$ cat src/rtl/dbgc_pkg.sv
package dbgc_pkg;
    localparam int TT_W = 8;
    localparam logic [TT_W-1:0] TT_SW_BKPT  = 8'h81;
    localparam logic [TT_W-1:0] TT_HW_WATCH = 8'h0B;

    localparam logic [3:0] A_CTRL = 4'h0;
    localparam logic [3:0] A_TSEL = 4'h1;
    localparam logic [3:0] A_CMD  = 4'h2;
    localparam logic [3:0] A_SPC  = 4'h4;
    localparam logic [3:0] A_SNPC = 4'h5;

    typedef enum logic [1:0] {
        ST_RUN     = 2'd0,
        ST_HALTING = 2'd1,
        ST_HALTED  = 2'd2
    } dstate_e;
endpackage

$ cat src/rtl/dbgc_trig.sv
module dbgc_trig
    import dbgc_pkg::*;
#(
    parameter int MW    = 32,
    parameter int NPEER = 3
) (
    input  logic            trap_valid,
    input  logic [TT_W-1:0] trap_type,
    input  logic            err_trap,
    input  logic            step_done,
    input  logic            step_armed,
    input  logic            bus_bkpt_hit,
    input  logic [NPEER-1:0] peer_halt_in,
    input  logic            brk_now,
    input  logic            trap_all,
    input  logic [MW-1:0]   trap_sel,
    output logic            trig
);
    logic [MW-1:0] sel_hit;

    for (genvar i = 0; i < MW; i++) begin : g_sel
        assign sel_hit[i] = trap_sel[i] && (trap_type == TT_W'(i));
    end

    logic trap_hit;
    always_comb begin
        trap_hit = trap_valid && (trap_all
                                 || (trap_type == TT_SW_BKPT)
                                 || (trap_type == TT_HW_WATCH)
                                 || (|sel_hit));
        trig = trap_hit
            || err_trap
            || (step_done && step_armed)
            || bus_bkpt_hit
            || (|peer_halt_in)
            || brk_now;
    end
endmodule

$ cat src/rtl/dbgc_core.sv
module dbgc_core
    import dbgc_pkg::*;
#(
    parameter int PCW = 32
) (
    input  logic           clk,
    input  logic           rst_n,
    input  logic           trig,
    input  logic           resume,
    input  logic           core_idle,
    input  logic           freeze_en,
    input  logic [PCW-1:0] pc,
    input  logic [PCW-1:0] npc,
    output logic           pipe_hold,
    output logic           halting,
    output logic           halted,
    output logic           timer_freeze,
    output logic           peer_out,
    output logic [PCW-1:0] saved_pc,
    output logic [PCW-1:0] saved_npc
);
    typedef struct packed {
        dstate_e        st;
        logic [PCW-1:0] spc;
        logic [PCW-1:0] snpc;
        logic           pulse;
    } core_st_t;

    core_st_t st_d, st_q;

    always_comb begin
        st_d       = st_q;
        st_d.pulse = 1'b0;
        unique case (st_q.st)
            ST_RUN: begin
                if (trig) begin
                    st_d.st    = ST_HALTING;
                    st_d.spc   = pc;
                    st_d.snpc  = npc;
                    st_d.pulse = 1'b1;
                end
            end
            ST_HALTING: begin
                if (core_idle) st_d.st = ST_HALTED;
            end
            ST_HALTED: begin
                if (resume) st_d.st = ST_RUN;
            end
            default: st_d.st = ST_RUN;
        endcase
    end

    always_ff @(posedge clk or negedge rst_n) begin
        if (!rst_n) begin
            st_q <= '{st: ST_RUN, spc: '0, snpc: '0, pulse: 1'b0};
        end else begin
            st_q <= st_d;
        end
    end

    assign pipe_hold    = (st_q.st != ST_RUN);
    assign halting      = (st_q.st == ST_HALTING);
    assign halted       = (st_q.st == ST_HALTED);
    assign timer_freeze = pipe_hold && freeze_en;
    assign peer_out     = st_q.pulse;
    assign saved_pc     = st_q.spc;
    assign saved_npc    = st_q.snpc;
endmodule

$ cat src/rtl/dbgc_port.sv
module dbgc_port
    import dbgc_pkg::*;
#(
    parameter int MW  = 32,
    parameter int PCW = 32,
    parameter int DW  = 32
) (
    input  logic           clk,
    input  logic           rst_n,
    input  logic           req,
    input  logic           we,
    input  logic [3:0]     addr,
    input  logic [DW-1:0]  wdata,
    output logic [DW-1:0]  rdata,
    output logic           ack,
    output logic           err,
    input  logic           halted,
    input  logic           halting,
    input  logic [PCW-1:0] saved_pc,
    input  logic [PCW-1:0] saved_npc,
    input  logic [DW-1:0]  core_rdata,
    output logic           trap_all,
    output logic           freeze_en,
    output logic [MW-1:0]  trap_sel,
    output logic           step_armed,
    output logic           brk_now,
    output logic           resume,
    output logic           acc_en,
    output logic           acc_we,
    output logic [2:0]     acc_idx,
    output logic [DW-1:0]  acc_wdata
);
    typedef struct packed {
        logic          trap_all;
        logic          freeze_en;
        logic [MW-1:0] tsel;
        logic          step;
        logic          ack;
        logic          err;
        logic [DW-1:0] rdata;
    } port_st_t;

    port_st_t pq, pd;
    logic gated, allow, wr_ok, rd_ok;

    always_comb begin
        gated = addr[3] || (addr == A_SPC) || (addr == A_SNPC);
        allow = !gated || halted;
        wr_ok = req && we && allow;
        rd_ok = req && !we && allow;

        pd       = pq;
        pd.ack   = req && allow;
        pd.err   = req && !allow;
        pd.rdata = '0;

        if (rd_ok) begin
            if (addr[3]) begin
                pd.rdata = core_rdata;
            end else begin
                unique case (addr)
                    A_CTRL:  pd.rdata = DW'({pq.freeze_en, pq.trap_all});
                    A_TSEL:  pd.rdata = DW'(pq.tsel);
                    A_CMD:   pd.rdata = DW'({halted, halting, pq.step});
                    A_SPC:   pd.rdata = DW'(saved_pc);
                    A_SNPC:  pd.rdata = DW'(saved_npc);
                    default: pd.rdata = '0;
                endcase
            end
        end

        if (wr_ok && !addr[3]) begin
            unique case (addr)
                A_CTRL: begin
                    pd.trap_all  = wdata[0];
                    pd.freeze_en = wdata[1];
                end
                A_TSEL:  pd.tsel = wdata[MW-1:0];
                A_CMD:   pd.step = wdata[1];
                default: ;
            endcase
        end

        brk_now   = wr_ok && (addr == A_CMD) && wdata[0];
        resume    = wr_ok && (addr == A_CMD) && wdata[2];
        acc_en    = req && addr[3] && halted;
        acc_we    = we;
        acc_idx   = addr[2:0];
        acc_wdata = wdata;
    end

    always_ff @(posedge clk or negedge rst_n) begin
        if (!rst_n) begin
            pq <= '0;
        end else begin
            pq <= pd;
        end
    end

    assign rdata      = pq.rdata;
    assign ack        = pq.ack;
    assign err        = pq.err;
    assign trap_all   = pq.trap_all;
    assign freeze_en  = pq.freeze_en;
    assign trap_sel   = pq.tsel;
    assign step_armed = pq.step;
endmodule

$ cat src/rtl/dbg_halt_ctrl.sv
module dbg_halt_ctrl
    import dbgc_pkg::*;
#(
    parameter int NPEER = 3,
    parameter int MW    = 32,
    parameter int PCW   = 32,
    parameter int DW    = 32
) (
    input  logic             clk,
    input  logic             rst_n,
    input  logic             trap_valid,
    input  logic [7:0]       trap_type,
    input  logic             err_trap,
    input  logic             step_done,
    input  logic             bus_bkpt_hit,
    input  logic [NPEER-1:0] peer_halt_in,
    input  logic             core_idle,
    input  logic [PCW-1:0]   pc,
    input  logic [PCW-1:0]   npc,
    input  logic             reg_req,
    input  logic             reg_we,
    input  logic [3:0]       reg_addr,
    input  logic [DW-1:0]    reg_wdata,
    output logic [DW-1:0]    reg_rdata,
    output logic             reg_ack,
    output logic             reg_err,
    output logic             core_acc_en,
    output logic             core_acc_we,
    output logic [2:0]       core_acc_idx,
    output logic [DW-1:0]    core_acc_wdata,
    input  logic [DW-1:0]    core_acc_rdata,
    output logic             pipe_hold,
    output logic             timer_freeze,
    output logic             dbg_mode,
    output logic             peer_halt_out,
    output logic [PCW-1:0]   saved_pc,
    output logic [PCW-1:0]   saved_npc
);
    logic          trig, brk_now, resume, step_armed;
    logic          trap_all, freeze_en, halting;
    logic [MW-1:0] trap_sel;

    dbgc_trig #(.MW(MW), .NPEER(NPEER)) u_trig (
        .trap_valid   (trap_valid),
        .trap_type    (trap_type),
        .err_trap     (err_trap),
        .step_done    (step_done),
        .step_armed   (step_armed),
        .bus_bkpt_hit (bus_bkpt_hit),
        .peer_halt_in (peer_halt_in),
        .brk_now      (brk_now),
        .trap_all     (trap_all),
        .trap_sel     (trap_sel),
        .trig         (trig)
    );

    dbgc_core #(.PCW(PCW)) u_core (
        .clk          (clk),
        .rst_n        (rst_n),
        .trig         (trig),
        .resume       (resume),
        .core_idle    (core_idle),
        .freeze_en    (freeze_en),
        .pc           (pc),
        .npc          (npc),
        .pipe_hold    (pipe_hold),
        .halting      (halting),
        .halted       (dbg_mode),
        .timer_freeze (timer_freeze),
        .peer_out     (peer_halt_out),
        .saved_pc     (saved_pc),
        .saved_npc    (saved_npc)
    );

    dbgc_port #(.MW(MW), .PCW(PCW), .DW(DW)) u_port (
        .clk        (clk),
        .rst_n      (rst_n),
        .req        (reg_req),
        .we         (reg_we),
        .addr       (reg_addr),
        .wdata      (reg_wdata),
        .rdata      (reg_rdata),
        .ack        (reg_ack),
        .err        (reg_err),
        .halted     (dbg_mode),
        .halting    (halting),
        .saved_pc   (saved_pc),
        .saved_npc  (saved_npc),
        .core_rdata (core_acc_rdata),
        .trap_all   (trap_all),
        .freeze_en  (freeze_en),
        .trap_sel   (trap_sel),
        .step_armed (step_armed),
        .brk_now    (brk_now),
        .resume     (resume),
        .acc_en     (core_acc_en),
        .acc_we     (core_acc_we),
        .acc_idx    (core_acc_idx),
        .acc_wdata  (core_acc_wdata)
    );
endmodule

$ cat config.mk
export PLATFORM = sky130hd
export DESIGN_NAME = dbg_halt_ctrl
export DESIGN_NICKNAME = d
export VERILOG_FILES = /design/src/rtl/dbgc_pkg.sv /design/src/rtl/dbgc_trig.sv /design/src/rtl/dbgc_core.sv /design/src/rtl/dbgc_port.sv /design/src/rtl/dbg_halt_ctrl.sv
export SDC_FILE = /design/constraint.sdc
export NUM_CORES = 1
export LEC_CHECK = 0
export BUFFER_PORTS_ARGS = -buffer_cell sky130_fd_sc_hd__buf_2
export CORE_UTILIZATION = 52
export DETAILED_ROUTE_END_ITERATION = 8
export PLACE_DENSITY = 0.86
export SLEW_MARGIN = 20
export SYNTH_ARGS = -nofsm -noshare
export SYNTH_HDL_FRONTEND = slang
export SYNTH_SLANG_ARGS = --single-unit
$ cat constraint.sdc
create_clock -name clk -period 5.6 [get_ports clk]
set_input_delay 0.56 -clock clk [delete_from_list [all_inputs] [get_ports clk]]
set_output_delay 0.56 -clock clk [all_outputs]
set_load 0.05 [all_outputs]
==> After elaboration in Yosys (flattened, before gate mapping) <==
Cells that the tools add are included.
W data, S select, Z words.
{ "word_totals": {"input_bits": 152, "ram_bits": 0, "wordCells": 133, "register_bits": 136, "mem_count": 0, "output_inout_bits": 139, "latch_bits": 0, "rom_bits": 0} }
{ "op_classes": {"add_sub_neg": 0, "div": 0, "mul": 0, "shift": 0, "n_bitwise": 0, "n_reduce_logical": 73, "order_cmp": 0, "muxes": 8, "n_eq_ne": 41} }
{ "op_table": {"columns": ["op", "n"], "rows": [
  ["$pmux W32 S5", 1],
  ["$eq A8 B5 Y1 const B", 16],
  ["$mux W67", 1],
  ["$eq A8 B4 Y1 const B", 8],
  ["$mux W32", 2],
  ["$logic_and A1 B1 Y1", 47],
  ["$eq A8 B3 Y1 const B", 4],
  ["$reduce_or A32 Y1", 1],
  ["$eq A8 B2 Y1 const B", 2],
  ["$logic_or A1 B1 Y1", 11],
  ["$eq A4 B3 Y1 const B", 2],
  ["$eq A8 B1 Y1 const B", 1],
  ["$eq A8 B8 Y1 const B", 1],
  ["$logic_not A8 Y1", 1],
  ["$reduce_and A2 Y1", 4],
  ["$ne A2 B2 Y1 const B", 3],
  ["$pmux W2 S3", 1],
  ["$eq A4 B1 Y1 const B", 1],
  ["$eq A4 B2 Y1 const B", 1],
  ["$logic_not A1 Y1", 4],
  ["$logic_not A4 Y1", 1],
  ["$mux W2", 2],
  ["$reduce_and A3 Y1", 1],
  ["$reduce_or A3 Y1", 1],
  ["other kinds (5)", 5]
]} }

==> Longest topological paths before layout <==
Gate-level depths: netlist of run 1.
{ "depth": {"word_depth": 12, "depth_mapped": 11, "depth_no_buf": 7} }

==> Hierarchy <==
A second synthesis of run 1 with hierarchy kept.
{ "hier_totals": {"hier_cells": 568, "area_unflattened_um2": 7265.7} }
{ "modules_own_cells": {"columns": ["module", "area_per_inst_um2", "cells_per_inst", "seq_area_each_um2", "n_inst"], "rows": [
  ["dbgc_port", 3565.9, 300, 1726.7, 1],
  ["dbgc_core", 3243.1, 212, 1676.6, 1],
  ["dbgc_trig", 456.7, 56, 0.0, 1]
]} }

==> Worst setup path after synthesis of run 1 <==
Ideal clock, no wire load.
{ "synth_path": {"path_kind": "register -> register", "from": "register u_core.st_q[65] (netlist bit)", "to": "register u_core.st_q, in the netlist u_core.saved_npc[0]", "required_time_ns": 5.475, "path_slack_ns": 2.992, "path_stages_with_launch": 10, "t_arrival_ns": 2.483, "path_buffers": 2, "setup_time_ns": 0.125, "synth_period_minus_slack_ns": 2.608, "path_cell_list": "dfrtp_1 nor2b_1 o2bb2ai_2 nand4_1 a21oi_1 a31oi_2 inv_2 buf_6 buf_12 mux2_4"} }
{ "synth_between": {"elab_chain_len": 7, "word_cells_on_any_way": 8, "classes_between": "eq/ne (1); reduce/logical (7)"} }
{ "synth_rtl": {"columns": ["item", "line", "text"], "rows": [
  ["from (decl)", "dbgc_core.sv:29", "core_st_t st_d, st_q;"],
  ["from (signal assigned)", "dbgc_core.sv:55", "st_q <= '{st: ST_RUN, spc: '0, snpc: '0, pulse: 1'b0};"],
  ["from (signal assigned)", "dbgc_core.sv:57", "st_q <= st_d;"],
  ["$eq A2 B2 Y1", "dbgc_core.sv:63", "assign halted = (st_q.st == ST_HALTED);"],
  ["named net dbg_mode", "dbg_halt_ctrl.sv:34", "output logic dbg_mode,"],
  ["$logic_or A1 B1 Y1", "dbgc_port.sv:48", "allow = !gated || halted;"],
  ["$logic_and A1 B1 Y1", "dbgc_port.sv:49", "wr_ok = req && we && allow;"],
  ["$logic_and A1 B1 Y1 (2 in series)", "dbgc_port.sv:84", "brk_now = wr_ok && (addr == A_CMD) && wdata[0];"],
  ["$logic_or A1 B1 Y1", "dbgc_trig.sv:36", "|| brk_now;"],
  ["$reduce_and A2 Y1 (no line)", null, null]
]} }
The timed path passes the listed nets, and every way through them passes these cells.
A chain may end at the register's enable or synchronous reset.

==> Worst setup path in the final report of run 1 <==
{ "layout_path": {"from": "input port reg_addr[3]", "to": "register u_core.st_q, in the netlist u_core.saved_npc[4]"} }
{ "layout_between": {"elab_chain_len": 10, "word_cells_on_any_way": 12, "classes_between": "eq/ne (3); reduce/logical (9)"} }
{ "layout_rtl": {"columns": ["item", "line", "text"], "rows": [
  ["from (decl)", "dbg_halt_ctrl.sv:22", "input logic [3:0] reg_addr,"],
  ["$eq A4 B3 Y1", "dbgc_port.sv:47", "gated = addr[3] || (addr == A_SPC) || (addr == A_SNPC);"],
  ["$logic_or A1 B1 Y1 (2 in series)", "dbgc_port.sv:47", null],
  ["$logic_not A1 Y1", "dbgc_port.sv:48", null],
  ["$logic_or A1 B1 Y1", "dbgc_port.sv:48", null],
  ["$logic_and A1 B1 Y1", "dbgc_port.sv:49", null],
  ["$logic_and A1 B1 Y1 * (2 in series)", "dbgc_port.sv:84", null],
  ["$logic_or A1 B1 Y1 *", "dbgc_trig.sv:36", null],
  ["$reduce_and A2 Y1 (no line) *", null, null]
]} }
Every way passes the cells marked *; elsewhere a longest branch is shown, timed or not.

==> results of run 1 <==
==> synthesized netlist by cell type, drive strengths merged, types with 2 or more instances <==
library cell	number	area (µm²)
nor2b	3	18.8
buf	119	950
mux2i	7	70.1
dfrtp	136	3400
a31oi	3	25.0
a21oi	35	175
inv	5	18.8
nor2	7	26.3
a222oi	2	20.0
nor3	3	15.0
and2	2	12.5
clkbuf	15	56.3
a22oi	62	470
nand3b	4	30.0
nand2	9	33.8
nand2b	4	25.0
o21ai	7	35.0
nor3b	3	32.5
mux2	102	1340
nor4b	2	23.8
and3	3	18.8
nand3	5	25.0
==> per-stage QoR <==
stage	total power (µW)	cell area (µm²)	utilization, %
CTS	5020	8330	64.7
global placement	3830	7720	60.0
finish	5010	8330	64.7
detailed placement	3870	7720	60.0
floorplan	3750	6990	-
global route	5190	8330	64.7
==> critical path, delay by kind of cell <==
kind / cells / cell delay (ns)
buffers and inverters: 3 / 2.07
and+or+nand+nor: 2 / 0.33
AOI/OAI and AO/OA: 3 / 0.39
muxes: 1 / 0.35
==> cell families after synthesis <==
group	synth area share [%]
buf+inv	14.7
flops	48.7
compound gates	12.1
mux	20.1
simple gates	4.41
==> metal layers <==
metal  vias up  track usage (%)
met5         -                0
met4         0             12.3
met3        34             8.58
met2       282             47.0
met1      2553             32.5
li1       2273                -
==> layout by cell type (no fill, tap or decap), types with 2 or more instances in the layout <==
master | Yosys | routed
nor4b_2 | 1 | 2
nor3_1 | 3 | 3
a22oi_1 | 61 | 61
buf_4 | 100 | 5
and2_1 | 2 | 2
clkinvlp_4 | 0 | 3
nor2_1 | 7 | 7
o21ai_0 | 5 | 5
mux2_2 | 51 | 51
nand3_1 | 5 | 4
nor2b_1 | 3 | 3
nand2_1 | 9 | 9
inv_1 | 4 | 4
buf_2 | 7 | 289
nand2b_1 | 4 | 3
bufinv_16 | 0 | 3
and3_1 | 3 | 3
clkbuf_16 | 0 | 17
o21ai_1 | 2 | 2
a31oi_1 | 2 | 2
a21oi_1 | 35 | 35
mux2i_1 | 7 | 7
nand3b_1 | 4 | 4
mux2_4 | 50 | 50
dfrtp_1 | 136 | 136
clkbuf_8 | 0 | 2
clkinv_2 | 0 | 7
nor3b_2 | 2 | 2
a222oi_1 | 2 | 2
==> area by class of cell <==
class | count | area [µm²]
antenna | 1 | 2.50
clock buffer | 19 | 453
clock inverter | 13 | 151
fill | 1004 | 4550
inverter | 5 | 20.0
multi-input combinational | 282 | 2590
sequential | 136 | 3400
tap | 172 | 215
timing repair buffer | 295 | 1500
==> worst min-delay path by stage <==
stage | start | to | slack (ns) | cells after the start
floorplan | rst_n | u_core.peer_out | 0.26 | 0
global placement | u_port.trap_sel[11] | u_port.trap_sel[11] | 0.50 | 1
detailed placement | u_port.freeze_en | u_port.freeze_en | 0.52 | 1
CTS | rst_n | u_core.saved_npc[19] | 0.22 | 1
global route | rst_n | u_port.rdata[23] | 0.25 | 1
finish | rst_n | u_core.saved_npc[19] | 0.20 | 1
==> power breakdown <==
group	internal (µW)	switching, µW	leakage, µW	total (µW)
logic	784	1490	0.00220	2270
registers	1310	287	0.00172	1600
clock network	720	420	0.000295	1140
total	2810	2190	0.00421	5010
==> registers in the layout, indices dropped and copies added, names as in the netlist <==
| register | flops |
|---|---|
| u_port.trap_sel | 32 |
| u_port.rdata | 32 |
| u_core.saved_npc | 32 |
| u_core.st_q | 2 |
| u_port.step_armed | 1 |
| u_core.saved_pc | 32 |
| u_port.freeze_en | 1 |
| u_port.ack | 1 |
| u_port.err | 1 |
| u_core.peer_out | 1 |
| u_port.trap_all | 1 |
==> results.cfg, run 1 <==
[run_status]
status = completed

[power]
ir_drop_uv = 588
power_density_nw_per_um2 = 601
power_leakage_uw = 0.00421

[clock_network]
post_cts_buffers = 0
clock_path_buffers = 2
cts_resized = 0
clkLatencyLatePin_ns = 0.42
cts_sinks = 136
clk_pin_slew_worst_paths_ns = 0.06
cts_made_buffers = 17
cts_root_buf = clkbuf_16
htreeDepth = 4
cts_hold_buf = 0
cts_tree = done

[sta]
final_max_slew_viol_count = 0
skew_ns = 0.0125
grt_setup_unrepaired = no
fin_hold_ws_ns = 0.195
worst_slew_pin_slew_ns = 1.07
fin_crit_sh_pct = 61.8
max_freq_mhz = 289
setup_viol = 0
fin_setup_tns_ns = 0
slew_headroom_pct = 28.7
timing.final.crit_period_ns = 3.46
fin_ws_ns = 2.14
finalHoldViolations = 0

[worst_setup_path]
critPathLaunchType = input pin
arrival_ns = 3.76
slowest_delay_ns = 0.83
reg2regPathDepth = 8
slowest_stage = clkinv_2
worst-setup-path-type = in -> reg
cp-end-kind = register
path_max_fanout = 46
rr_startpoint = u_port.trap_sel[30]
rrSetupSlack_ns = 2.31
crit_chain = buf_2 > nand2b_1 > o2bb2ai_2 > nand4_1 > a21oi_1 > a31oi_2 > clkinv_2 > buf_4 > mux2_4
crit_start = reg_addr[3]
required_ns = 5.90
setup.worst_path.end = u_core.saved_npc[4]
r2r_end = u_core.saved_npc[4]

[die]
start_util_pct = 54.3
die_h_um = 118
fp.dieW_um = 118
dieArea_um2 = 13900
core_um2 = 12900
io_pins = 291
rows = 41

[logic_synthesis]
synth_flop_cell = dfrtp_1
ys_types = 53
netlist_area_um2 = 6990
avgSynthCellArea_um2 = 12.5
yosysWarnings = 0
seq_area_frac_synth_pct = 48.7
synthesis.nets = 709
synth_edf_count = 0
synthCells = 557
ys_seq_elements = 136
postSynth.asyncResetShare_pct = 100

[global_routing]
track_usage_pct = 27.9
grt_pass1_wl_um = 28800
antenna_found_initial = 1
grt_max_degree = 84
overflow = 0
grt_pass1_vias = 5169

[route]
drt_iter0_drc = 335
wl_met2_um = 9550
top_layer_used = met4
vias = 5142
via_per_inst = 5.57
met1Wirelength_um = 7360
drcViolationCount = 0
ant_nets = 0
dr.pass1.iters = 5
wire_per_inst_um = 20.4
drt-total-wl_um = 18900
wl_met3_um = 1470

[finish]
syn_to_final_growth_pct = 19.2
final_nets = 889
layout-drive-gt1-share_pct = 58.8
fin_cells = 923

[placed_design]
io_buffers = 290
place_congestion = 0.864
post-place-ws_ns = 1.78
dp_hpwl_um = 13500
dp_cells = 890

[flow_run]
cap_violations = 0

[min_path]
hold_class = in -> async
Power figures use the tool's default switching activity.
==> inputs of run 2 (changes only) <==
--- a/config.mk
+++ b/config.mk
@@ -6,9 +6,9 @@
 export NUM_CORES = 1
 export LEC_CHECK = 0
 export BUFFER_PORTS_ARGS = -buffer_cell sky130_fd_sc_hd__buf_2
-export CORE_UTILIZATION = 52
+export CORE_UTILIZATION = 49
 export DETAILED_ROUTE_END_ITERATION = 8
-export PLACE_DENSITY = 0.86
+export PLACE_DENSITY = 0.81
 export SLEW_MARGIN = 20
 export SYNTH_ARGS = -nofsm -noshare
 export SYNTH_HDL_FRONTEND = slang
==> constraint.sdc (replaced) <==
create_clock -name clk -period 3.2 [get_ports clk]
set_input_delay 0.32 -clock clk [delete_from_list [all_inputs] [get_ports clk]]
set_output_delay 0.32 -clock clk [all_outputs]
set_load 0.05 [all_outputs]
==> results.cfg, run 2 (synthesized netlist as in run 1, its figures left out) <==
[route]
ant_nets = 0
wire_per_inst_um = 20.0
drt-total-wl_um = 18800
drcViolationCount = 0
dr.pass1.iters = 5
drt_iter0_drc = 323
via_per_inst = 5.49
vias = 5158

[die]
start_util_pct = 50.3
io_pins = 291
rows = 43
dieArea_um2 = 14700
die_h_um = 121
fp.dieW_um = 121
core_um2 = 13900

[worst_setup_path]
reg2regPathDepth = 8
rr_startpoint = u_port.trap_sel[12]
worst-setup-path-type = reg -> reg
slowest_delay_ns = 0.44
critical-path-top-delay-family = compound AO/OA/AOI/OAI gates
r2r_end = u_core.saved_pc[2]
path_depth = 8
rrSetupSlack_ns = 0.80
slowest_stage = buf_4
crit_buf_inv = 2
arrival_ns = 2.70
crit_chain = mux2i_1 > nor3b_2 > a211oi_1 > o311ai_1 > a31oi_2 > clkinv_2 > buf_4 > mux2_2
path_max_fanout = 29
required_ns = 3.50
critPathLaunchType = register
cp-end-kind = register

[placed_design]
io_buffers = 290
dp_cells = 907
dp_hpwl_um = 13900
place_congestion = 0.825
post-place-ws_ns = 0.548
dpl_cell_area_um2 = 7820

[clock_network]
cts_made_buffers = 17
cts_resized = 0
htreeDepth = 4
clk_pin_slew_worst_paths_ns = 0.06
clock_path_buffers = 2
cts_tree = done
clkLatencyLatePin_ns = 0.42
cts_root_buf = clkbuf_16
cts_sinks = 136

[sta]
finalHoldViolations = 0
fin_crit_sh_pct = 74.9
max_freq_mhz = 417
setup_viol = 0
final_max_slew_viol_count = 0
skew_ns = 0.00752
timing.final.crit_period_ns = 2.40
fin_ws_ns = 0.802
grt_setup_unrepaired = no
slew_headroom_pct = 44.0
fin_setup_tns_ns = 0
worst_slew_pin_slew_ns = 0.839

[global_routing]
gr-usage-met3_pct = 7.42
busiest_layer = met2
grt_pass1_wl_um = 27800
track_usage_pct = 26.0
met1_usage_pct = 31.0
grt_max_degree = 70
antenna_found_initial = 0
use_met2_pct = 44.3
grt_pass1_vias = 5021
overflow = 0

[finish]
seq_area_um2 = 3400
fill_cells = 1158
multi_input_area_um2 = 2580
final_nets = 899
layout-drive-gt1-share_pct = 58.6
final_cell_area_um2 = 8380
n_antenna_cell = 0
syn_to_final_growth_pct = 20.0
layout_commonest_cell = buf_2
fin_cells = 939
mostFrequentLayoutCells = buf_2, dfrtp_1, a22oi_1

[power]
power_leakage_uw = 0.00424
ir_drop_uv = 876
power_density_nw_per_um2 = 1020

[min_path]
hp-start = core_idle
hold_class = in -> reg
holdPathStages = 2
hold_end = u_core.st_q[65]

[run_status]
status = completed

[flow_run]
cap_violations = 0
-- run 2: cell count changes in the layout (fill, tap and decap cells not counted), moves of 2 or more --
cell,previous run,this run
buf_4,5,12
clkbuf_1,0,3
buf_12,0,2
bufinv_16,3,1
clkinv_2,7,5
-- run 2: final cells by class --
type | instances | area share (%)
multi-input cells | 282 | 30.8
repair buffers | 305 | 19.1
inverters | 5 | 0.239
clock buffers | 23 | 5.70
well taps | 180 | 2.69
flip-flops and latches | 136 | 40.6
clock inverters | 8 | 0.866
-- run 2: worst max path at each step --
stage / startpoint / endpoint / slack (ns)
after global routing: u_port.trap_sel[12] / u_core.saved_pc[2] / 0.67
after global placement: trap_type[3] / u_core.saved_pc[2] / 0.65
after detailed placement: trap_type[3] / u_core.saved_pc[2] / 0.55
final: u_port.trap_sel[12] / u_core.saved_pc[2] / 0.80
after CTS: u_port.trap_sel[12] / u_core.saved_pc[2] / 0.78
after floorplan: u_core.st_q[65] / u_core.saved_npc[0] / 0.59
-- run 2: per-layer routing --
layer	wire, µm	part of all wire (%)
met2	9540	51
met1	7500	40
met3	1430	7.6
met4	342	1.8
met5	0	0
-- run 2: where the power goes --
part	switching, µW	total, µW	internal, µW
registers	512	2800	2290
clock network	715	1830	1120
logic	2580	3950	1370
total	3810	8590	4780
-- run 2: repair_timing --
item | 4_1_cts | 5_1_grt
hold buffers | 1 | 0
setup buffers | 0 | 0
hold endpoints to repair | 67 | 0
-- run 2: stage by stage --
| step | total power, µW | utilization (%) | hold slack (ns) |
|---|---|---|---|
| after floorplan | 6560 | - | 0.0244 |
| after global placement | 6700 | 56.3 | 0.345 |
| after detailed placement | 6790 | 56.3 | 0.357 |
| after CTS | 8630 | 60.4 | 0.114 |
| after global routing | 8940 | 60.4 | 0.110 |
| final | 8590 | 60.4 | 0.129 |
==> inputs of run 3 (changes only) <==
--- a/config.mk
+++ b/config.mk
@@ -5,10 +5,11 @@
 export SDC_FILE = /design/constraint.sdc
 export NUM_CORES = 1
 export LEC_CHECK = 0
+export ABC_AREA = 1
 export BUFFER_PORTS_ARGS = -buffer_cell sky130_fd_sc_hd__buf_2
-export CORE_UTILIZATION = 49
+export CORE_UTILIZATION = 44
 export DETAILED_ROUTE_END_ITERATION = 8
-export PLACE_DENSITY = 0.81
+export PLACE_DENSITY = 0.77
 export SLEW_MARGIN = 20
 export SYNTH_ARGS = -nofsm -noshare
 export SYNTH_HDL_FRONTEND = slang
==> constraint.sdc (replaced) <==
create_clock -name clk -period 2.05 [get_ports clk]
set_input_delay 0.205 -clock clk [delete_from_list [all_inputs] [get_ports clk]]
set_output_delay 0.205 -clock clk [all_outputs]
set_load 0.05 [all_outputs]
==> results.cfg, run 3 <==
[run_status]
status = completed

[worst_setup_path]
required_ns = 1.85
worst-setup-path-type = reg -> out
r2r_end = u_core.saved_npc[11]
path_max_fanout = 12
reg2regPathDepth = 14
slowest_stage = nor2_4
slowest_delay_ns = 0.46
cp-end-kind = primary output
critPathLaunchType = register
arrival_ns = 1.83
rr_startpoint = u_core.st_q[66]
crit_chain = buf_4 > nor2_4 > nor2_1 > buf_2
rrSetupSlack_ns = 0.04

[min_path]
hold_class = in -> reg
hp-start = npc[14]
holdPathStages = 3
hold_end = u_core.saved_npc[14]

[die]
core_um2 = 15400
io_pins = 291
start_util_pct = 45.5
fp.dieW_um = 128
rows = 45
dieArea_um2 = 16400
die_h_um = 128

[global_routing]
grt_pass1_vias = 6111
overflow = 0
grt_max_degree = 54
track_usage_pct = 26.5
antenna_found_initial = 2
grt_pass1_wl_um = 32300

[placed_design]
post-place-ws_ns = -0.0165
place_congestion = 0.904
dp_hpwl_um = 15900
dpl_cell_area_um2 = 8030
io_buffers = 290

[sta]
fin_ws_ns = 0.0183
fin_hold_ws_ns = 0.0155
grt_setup_unrepaired = yes
final_max_slew_viol_count = 0
setup_viol = 0
fin_crit_sh_pct = 99.1
worst_slew_pin_slew_ns = 0.589
timing.final.crit_period_ns = 2.03
max_freq_mhz = 492
skew_ns = 0.00833
finalHoldViolations = 0
slew_headroom_pct = 60.6

[clock_network]
clkLatencyLatePin_ns = 0.42
htreeDepth = 4
cts_root_buf = clkbuf_16
clk_pin_slew_worst_paths_ns = 0.06
clock_path_buffers = 2
cts_tree = done
cts_made_buffers = 17
cts_sinks = 136

[logic_synthesis]
netlist_area_um2 = 6990
synth_edf_count = 0
ys_seq_elements = 136
seq_area_frac_synth_pct = 48.7
synthCells = 821
ys_top_cells_by_count = nand2_1, dfrtp_1, buf_4, nand3_1, inv_1
postSynth.asyncResetShare_pct = 100
yosysTopAreaCellShare_pct = 48.7
ys_types = 29
yosysMostFrequentCell = nand2_1
yosys.area.top_type = dfrtp_1
synthTopCellsByArea = dfrtp_1, nand2_1, buf_4
synth_flop_cell = dfrtp_1
avgSynthCellArea_um2 = 8.52
yosysWarnings = 0
synthesis.nets = 973

[route]
wire_per_inst_um = 18.3
dr.pass1.iters = 4
drcViolationCount = 0
via_per_inst = 5.25
drt_iter0_drc = 415
vias = 6603
drt-total-wl_um = 23000
ant_nets = 0

[power]
fin_total_pwr_uw = 14200
power_density_nw_per_um2 = 1540
ir_drop_uv = 1040
power_leakage_uw = 0.00494

[finish]
final_cell_area_um2 = 9230
syn_to_final_growth_pct = 32.0
n_antenna_cell = 0
mostFrequentLayoutCells = buf_2, nand2_1, dfrtp_1
layout-drive-gt1-share_pct = 44.4
final_nets = 1186
layout_commonest_cell = buf_2
final_core_util_pct = 60.1

[flow_run]
cap_violations = 0
run 3: cell types whose count changed after synthesis, sizes merged, moves of 28 or more:
cell / change
a21oi: -32
a22oi: -62
a41oi: +28
mux2: -73
nand2: +296
nand3: +89
run 3: cell families after synthesis:
group	after synthesis	synth area share [%]
flip-flops	136	48.7
buffers and inverters	172	15.6
AND/OR/NAND/NOR	436	25.8
multiplexers	29	4.67
AO/OA/AOI/OAI	48	5.26
run 3: stage by stage:
step	cells	TNS, ns
global route	1258	-5.96
global placement	1202	0
CTS	1246	0
detailed placement	1202	-0.0374
finish	1258	0
floorplan	821	0
run 3: how the worst max path moves through the flow:
stage | start | end | slack, ns | depth (start not counted)
after floorplan | u_core.st_q[65] | u_core.saved_npc[2] | 0.09 | 14
after global placement | u_core.st_q[66] | u_core.saved_pc[23] | 0.07 | 13
after detailed placement | u_core.st_q[66] | u_core.saved_npc[21] | -0.02 | 13
after CTS | u_core.st_q[66] | u_core.saved_pc[5] | 0.02 | 14
after global routing | u_core.st_q[66] | u_core.saved_pc[16] | -0.12 | 14
final | u_core.st_q[65] | timer_freeze | 0.02 | 4
run 3: layout make-up:
cell class / count / area (µm²)
multi-input cells: 514 / 2810
flip-flops and latches: 136 / 3400
inverters: 31 / 116
fillers: 1339 / 6140
repair buffers: 334 / 2030
clock buffers: 18 / 439
clock inverters: 14 / 173
well taps: 211 / 264
run 3: power by group:
group | total, µW | switching (µW) | internal (µW)
clock | 3150 | 1200 | 1950
combinational | 6680 | 4700 | 1980
sequential | 4400 | 872 | 3530
run 3: timing repair:
action / in CTS / in global routing
endpoints found under the hold margin: 50 / 0
hold buffers: 11 / 0
buffers inserted: 1 / 3
gates cloned: 0 / 9
pin swaps: 1 / 9
resized for setup: 1 / 87
setup endpoints to repair: 27 / 95
run 3: critical path, delay by kind of cell, from the launching register on:
| kind | cells | cell delay (ns) |
|---|---|---|
| and+or+nand+nor | 2 | 0.60 |
| buffers and inverters | 2 | 0.41 |
| DFF | 1 | 0.41 |
run 3: layer usage:
metal  track usage, %  routed length, µm
met2             45.9              11500
met4             10.8                646
met3             4.76               1510
met1             32.5               9310
met5                0                 22
